--- config.mk ---
export PLATFORM = sky130hd
export DESIGN_NAME = duo_dac_front
export DESIGN_NICKNAME = d
export VERILOG_FILES = /design/src/rtl/dacfe_pkg.sv /design/src/rtl/dacfe_in_sync.sv /design/src/rtl/dacfe_fall_det.sv /design/src/rtl/dacfe_shifter.sv /design/src/rtl/dacfe_regs.sv /design/src/rtl/duo_dac_front.sv
export SDC_FILE = /design/constraint.sdc
export NUM_CORES = 1
export LEC_CHECK = 0
export BUFFER_PORTS_ARGS = -buffer_cell sky130_fd_sc_hd__buf_2
export CORE_ASPECT_RATIO = 1.5
export CORE_UTILIZATION = 33
export CTS_BUF_LIST = sky130_fd_sc_hd__clkbuf_8
export DETAILED_ROUTE_END_ITERATION = 12
export SETUP_SLACK_MARGIN = 0.5
export SYNTH_ARGS = -nofsm -noshare
export SYNTH_HDL_FRONTEND = slang
export SYNTH_SLANG_ARGS = --single-unit
--- constraint.sdc ---
create_clock -name clk -period 1.7 [get_ports clk]
set_input_delay 0.17 -clock clk [delete_from_list [all_inputs] [get_ports clk]]
set_output_delay 0.17 -clock clk [all_outputs]
set_load 0.02 [all_outputs]
--- src/rtl/dacfe_pkg.sv ---
package dacfe_pkg;

   localparam int FRAME_W = 24;
   localparam int NUM_CH  = 2;
   localparam int DAT_W   = 16;

   localparam logic [2:0] CMD_STAGE   = 3'b000;
   localparam logic [2:0] CMD_PUSH    = 3'b011;
   localparam logic [2:0] ADR_BOTH    = 3'b111;

   // frame layout, MSB first on the wire
   typedef struct packed {
      logic [1:0]       spare;
      logic [2:0]       cmd;
      logic [2:0]       adr;
      logic [DAT_W-1:0] dat;
   } frame_t;

   // input vector positions of the synchroniser
   localparam int PIN_SCLK  = 0;
   localparam int PIN_FRAME = 1;
   localparam int PIN_LOAD  = 2;
   localparam int PIN_CLEAR = 3;
   localparam int PIN_DIN   = 4;
   localparam int PIN_CNT   = 5;
   localparam int EDGE_CNT  = 4;

endpackage

--- src/rtl/dacfe_in_sync.sv ---
module dacfe_in_sync #(
   parameter int             W       = 5,
   parameter int             STAGES  = 2,
   parameter logic [W-1:0]   RST_VAL = '1
) (
   input  logic         clk,
   input  logic         rst_n,
   input  logic [W-1:0] pins,
   output logic [W-1:0] level
);

   generate
      if (STAGES < 2) begin : g_bad_stages
         $error("dacfe_in_sync: STAGES must be at least 2");
      end
   endgenerate

   logic [W-1:0] pipe [STAGES];

   always_ff @(posedge clk or negedge rst_n) begin
      if (!rst_n) begin
         for (int s = 0; s < STAGES; s++) pipe[s] <= RST_VAL;
      end else begin
         pipe[0] <= pins;
         for (int s = 1; s < STAGES; s++) pipe[s] <= pipe[s-1];
      end
   end

   assign level = pipe[STAGES-1];

endmodule

--- src/rtl/dacfe_fall_det.sv ---
module dacfe_fall_det #(
   parameter logic RST_VAL = 1'b1
) (
   input  logic clk,
   input  logic rst_n,
   input  logic level,
   output logic fall
);

   logic last;

   always_ff @(posedge clk or negedge rst_n) begin
      if (!rst_n) last <= RST_VAL;
      else        last <= level;
   end

   assign fall = last & ~level;

endmodule

--- src/rtl/dacfe_shifter.sv ---
module dacfe_shifter
   import dacfe_pkg::*;
(
   input  logic   clk,
   input  logic   rst_n,
   input  logic   sclk_fall,
   input  logic   frame_lvl,
   input  logic   frame_fall,
   input  logic   din_lvl,
   input  logic   abort,
   output logic   frame_stb,
   output frame_t frame_word
);

   localparam int CW = $clog2(FRAME_W);
   localparam logic [CW-1:0] LAST_IDX = CW'(FRAME_W - 1);

   logic [CW-1:0]      cnt;
   logic               armed;
   logic [FRAME_W-1:0] sh;
   logic [FRAME_W-1:0] sh_nxt;

   assign sh_nxt = {sh[FRAME_W-2:0], din_lvl};

   always_ff @(posedge clk or negedge rst_n) begin
      if (!rst_n) begin
         cnt        <= '0;
         armed      <= 1'b0;
         sh         <= '0;
         frame_stb  <= 1'b0;
         frame_word <= '0;
      end else begin
         frame_stb <= 1'b0;
         if (abort || frame_lvl) begin
            cnt   <= '0;
            armed <= 1'b0;
         end else if (frame_fall) begin
            cnt   <= '0;
            armed <= 1'b1;
         end else if (sclk_fall && armed) begin
            sh <= sh_nxt;
            if (cnt == LAST_IDX) begin
               cnt        <= '0;
               armed      <= 1'b0;
               frame_stb  <= 1'b1;
               frame_word <= frame_t'(sh_nxt);
            end else begin
               cnt <= cnt + 1'b1;
            end
         end
      end
   end

endmodule

--- src/rtl/dacfe_regs.sv ---
module dacfe_regs
   import dacfe_pkg::*;
#(
   parameter int RES      = 16,
   parameter bit MIDSCALE = 1'b0
) (
   input  logic                         clk,
   input  logic                         rst_n,
   input  logic                         frame_stb,
   input  frame_t                       frame_word,
   input  logic                         load_lvl,
   input  logic                         load_fall,
   input  logic                         clr_fall,
   output logic [NUM_CH-1:0][RES-1:0]   in_q,
   output logic [NUM_CH-1:0][RES-1:0]   dac_q,
   output logic                         clear_hold
);

   logic [RES-1:0] rcode;
   logic [RES-1:0] wr_data;
   logic           cmd_ok;
   logic           push_dac;

   generate
      if (MIDSCALE) begin : g_mid
         assign rcode = {1'b1, {(RES-1){1'b0}}};
      end else begin : g_zero
         assign rcode = '0;
      end
   endgenerate

   assign wr_data  = frame_word.dat[DAT_W-1 -: RES];
   assign cmd_ok   = (frame_word.cmd == CMD_STAGE) || (frame_word.cmd == CMD_PUSH);
   assign push_dac = (frame_word.cmd == CMD_PUSH) || !load_lvl;

   generate
      for (genvar g = 0; g < NUM_CH; g++) begin : g_ch
         logic           hit;
         logic [RES-1:0] in_nxt;

         assign hit    = frame_stb && cmd_ok &&
                         ((frame_word.adr == 3'(g)) || (frame_word.adr == ADR_BOTH));
         assign in_nxt = hit ? wr_data : in_q[g];

         always_ff @(posedge clk or negedge rst_n) begin
            if (!rst_n) begin
               in_q[g]  <= rcode;
               dac_q[g] <= rcode;
            end else if (clr_fall) begin
               in_q[g]  <= rcode;
               dac_q[g] <= rcode;
            end else begin
               in_q[g] <= in_nxt;
               if (load_fall)            dac_q[g] <= in_nxt;
               else if (hit && push_dac) dac_q[g] <= wr_data;
            end
         end
      end
   endgenerate

   always_ff @(posedge clk or negedge rst_n) begin
      if (!rst_n)         clear_hold <= 1'b0;
      else if (clr_fall)  clear_hold <= 1'b1;
      else if (frame_stb) clear_hold <= 1'b0;
   end

endmodule

--- src/rtl/duo_dac_front.sv ---
module duo_dac_front
   import dacfe_pkg::*;
#(
   parameter int RES         = 16,
   parameter bit MIDSCALE    = 1'b0,
   parameter int SYNC_STAGES = 2
) (
   input  logic           clk,
   input  logic           rst_n,
   input  logic           ser_clk,
   input  logic           frame_n,
   input  logic           ser_din,
   input  logic           load_n,
   input  logic           clear_n,
   output logic [RES-1:0] dac_a,
   output logic [RES-1:0] dac_b,
   output logic           clear_hold
);

   generate
      if (!(RES == 12 || RES == 14 || RES == 16)) begin : g_bad_res
         $error("duo_dac_front: RES must be 12, 14 or 16");
      end
   endgenerate

   localparam logic [PIN_CNT-1:0] PIN_IDLE = 5'b01111;

   logic [PIN_CNT-1:0]            pins;
   logic [PIN_CNT-1:0]            lvl;
   logic [EDGE_CNT-1:0]           fall;
   logic                          frame_stb;
   frame_t                        frame_word;
   logic [NUM_CH-1:0][RES-1:0]    in_q;
   logic [NUM_CH-1:0][RES-1:0]    dac_q;

   assign pins = {ser_din, clear_n, load_n, frame_n, ser_clk};

   dacfe_in_sync #(
      .W(PIN_CNT), .STAGES(SYNC_STAGES), .RST_VAL(PIN_IDLE)
   ) u_sync (
      .clk(clk), .rst_n(rst_n), .pins(pins), .level(lvl)
   );

   generate
      for (genvar e = 0; e < EDGE_CNT; e++) begin : g_edge
         dacfe_fall_det #(.RST_VAL(PIN_IDLE[e])) u_fd (
            .clk(clk), .rst_n(rst_n), .level(lvl[e]), .fall(fall[e])
         );
      end
   endgenerate

   dacfe_shifter u_shift (
      .clk       (clk),
      .rst_n     (rst_n),
      .sclk_fall (fall[PIN_SCLK]),
      .frame_lvl (lvl[PIN_FRAME]),
      .frame_fall(fall[PIN_FRAME]),
      .din_lvl   (lvl[PIN_DIN]),
      .abort     (fall[PIN_CLEAR]),
      .frame_stb (frame_stb),
      .frame_word(frame_word)
   );

   dacfe_regs #(.RES(RES), .MIDSCALE(MIDSCALE)) u_regs (
      .clk       (clk),
      .rst_n     (rst_n),
      .frame_stb (frame_stb),
      .frame_word(frame_word),
      .load_lvl  (lvl[PIN_LOAD]),
      .load_fall (fall[PIN_LOAD]),
      .clr_fall  (fall[PIN_CLEAR]),
      .in_q      (in_q),
      .dac_q     (dac_q),
      .clear_hold(clear_hold)
   );

   assign dac_a = dac_q[0];
   assign dac_b = dac_q[1];

endmodule

==> flow_summary.toml <==
[power_and_ir_drop]
power_density_nw_per_um2 = 882.3
p_leak_nw = 3.482
ir_drop_uv = 514.7

[route]
ant_nets = 0
routed_via_density = 5.125
remaining_drc_errors = 0
num_vias = 3772
initialDrtViolationCount = 119
wl_um = 12660
first_pass_iters = 4
wire_per_inst_um = 17.20

[worst_setup_path]
arrival_ns = 2.13
crit_type = "reg2reg"
cp_top_family = "compound AO/OA/AOI/OAI gates"
reg2reg_depth = 5
crit_slowest_cell = "dfrtp_1"
start_kind = "register"
path_depth = 5
path_max_fanout = 8
worst_ep_required_time_ns = 2.01
cp_num_buf_inv = 1
endpoint_kind = "register"
path_cells = "or3_4 > a21boi_4 > buf_12 > a31oi_4 > a221o_1"
slowest_delay_ns = 0.43

[clocking]
root_buffer = "clkbuf_8"
cts.clk_slew.worst_paths_ns = 0.09
cts_buffers = 17
clock_path_buffers = 2
clkLatencyLatePin_ns = 0.43
cts_sinks = 129
ctsHtreeMaxLevel = 4
cts_tree = "yes"

[synth]
synth_nets = 435
yosys_register_bits = 129
syn_inst = 427
syn-cell-area_um2 = 5275
synth_edf_count = 0
synth-seq-area-share_pct = 61.48
avgSynthCellArea_um2 = 12.35
synthFlopType = "dfrtp_1"
ys_warn_count = 0
ys_types = 44
ys_async_sr_fraction_pct = 100.0

[global_routing]
grt_pass1_wl_um = 19920
overflow = 0
grt_pass1_vias = 3854
antenna_found_initial = 0
grt_max_degree = 59
grt_usage_pct = 15.62

[timing]
post-route-period-util_pct = 106.8
max_slew_margin_pct = 63.35
worst_pin_slew_ns = 0.5486
hold_viol = 0
setup_ws_ns = -0.1148
fin_crit_ns = 1.815
setup_viol = 68
fin_worst_skew_ns = 0.01451
drv_slew = 0
rsz0062_at_grt = "yes"
fmax_mhz = 551.0

[layout]
drive_above_1_share_pct = 43.34
finalNetCount = 528
design_area_um2 = 7084
utilization_pct = 45.34
num_antenna_cells = 0
fin_cells = 736
area_delta_synth_final_pct = 34.30

[placed_design]
dp_hpwl_um = 7129
portBuffers = 39
pre_cts_slack_ns = -0.1484
dpl-instance-area_um2 = 5861
placed_cells = 662
gp_congestion = 0.7051

[die]
fp-row-count = 56
fp.dieArea_um2 = 16500
die_y_um = 156.8
pin_count = 40
start_util_pct = 33.76
core_area_um2 = 15630
die_width_um = 105.2

[status]
outcome = "finished with violations"
violations = "negative setup slack"

[flow_run]
cap_violations = 0

[hold_path]
hold_class = "in2async"
-- kinds of logic after synthesis --
family,share of synthesized area [%]
AO/OA/AOI/OAI,11.22
adder cells (fa/ha/maj),0.2372
multiplexers,9.369
buffers and inverters,2.870
XOR/XNOR,0.4982
AND/OR/NAND/NOR,14.33
flip-flops,61.48
-- where the power goes --
group | total [mW] | switching [mW] | internal, mW
logic | 0.244 | 0.159 | 0.0852
registers | 3.12 | 0.0195 | 3.10
clock network | 2.88 | 1.26 | 1.62
total | 6.25 | 1.44 | 4.81
-- path summary, 6_finish.rpt --
path                                            end                   start  slack, ns
worst min-delay path                 u_regs.in_q[9]                   rst_n       0.22
worst max-delay path               u_regs.dac_q[26]  u_shift.frame_word[19]      -0.11
max in group asynchronous       g_edge[2].u_fd.last                   rst_n       0.80
worst min register to register      u_sync.level[3]          u_sync.pipe[8]       0.36
worst max register to register     u_regs.dac_q[26]  u_shift.frame_word[19]      -0.11
min in group clk                    u_sync.level[3]          u_sync.pipe[8]       0.36
-- metrics by stage --
step | hold WS, ns | TNS, ns | power, mW
floorplan | -0.1256 | -0.03685 | 3.249
global placement | 0.1353 | -1.119 | 3.360
detailed placement | 0.1403 | -3.063 | 3.367
CTS | 0.2020 | -1.574 | 6.292
global route | 0.2208 | -6.625 | 6.480
finish | 0.2159 | -3.428 | 6.250
-- sequential cells by signal, indices dropped and copies added (netlist names) --
name,count
u_sync.level,5
u_sync.pipe,5
u_shift.sh,21
u_shift.armed,1
u_shift.frame_stb,1
g_edge.u_fd.last,4
u_regs.clear_hold,1
u_shift.cnt,5
u_regs.in_q,32
u_regs.dac_q,32
u_shift.frame_word,22
-- area by class of cell --
| cell class | count | area (um^2) |
|---|---|---|
| Clock buffer | 17 | 234.0 |
| Sequential cell | 129 | 3244 |
| Timing Repair Buffer | 101 | 1023 |
| Inverter | 2 | 7.507 |
| Clock inverter | 15 | 209.0 |
| Fill cell | 1368 | 8541 |
| Tap cell | 203 | 254.0 |
| Multi-Input combinational cell | 269 | 2112 |
-- worst register-to-register path, stage by stage (launching register included) --
cell      delay [ns]
dfrtp_1         0.43
or3_4           0.37
a21boi_4        0.22
buf_12          0.15
a31oi_4         0.17
a221o_1         0.36
-- Yosys cell counts (2+ instances only) --
cell	number	area (um^2)
nand2b_1	2	12.51
and3_1	39	244.0
dfrtp_1	117	2928
inv_1	2	7.510
o21ai_0	3	15.01
nor3_1	3	15.01
a21oi_1	35	175.2
nor2_1	6	22.52
nor2b_1	2	12.51
nand2_1	68	255.2
a221o_1	26	260.3
nand3_1	2	10.01
buf_2	9	45.04
buf_6	3	33.78
mux2_2	42	473.0
clkbuf_1	14	52.55
xnor2_1	2	17.52
dfstp_2	12	315.3
a221o_2	6	67.56
and3_2	10	75.07
-- cell usage in the layout (no fill, tap or decap), types with 3 or more instances in the layout --
master and count:
dfrtp_1 116, and3_4 3, buf_12 12, buf_8 4, clkbuf_8 17, mux2_4 22
a221o_1 26, buf_4 25, nor3_2 3, inv_6 3, bufinv_16 4, dlygate4sd3_1 6
and3_1 38, dfstp_2 12, buf_2 32, buf_6 18, a21oi_1 33, nand2_1 66
and3_2 8, nor2_2 5, a221o_2 6, mux2_2 21, clkinvlp_4 4
-- repair_timing --
item                                   CTS  global route
pin swaps                               11             9
cloned                                   6             1
hold buffers                             6             0
endpoints found under the hold margin   33             0
setup buffers                           15            14
setup endpoints to repair              116           129
resized for setup                       39            50
-- metal layers --
metal | global-route usage, % | routed length, um | vias up | share of wire (%)
met5 | 0 | 0 | - | 0
li1 | - | - | 1729 | -
met3 | 3.457 | 280 | 19 | 2.2
met4 | 6.439 | 221 | 0 | 1.7
met1 | 17.36 | 5176 | 1956 | 41
met2 | 28.60 | 6983 | 68 | 55
Power figures use the tool's default switching activity.
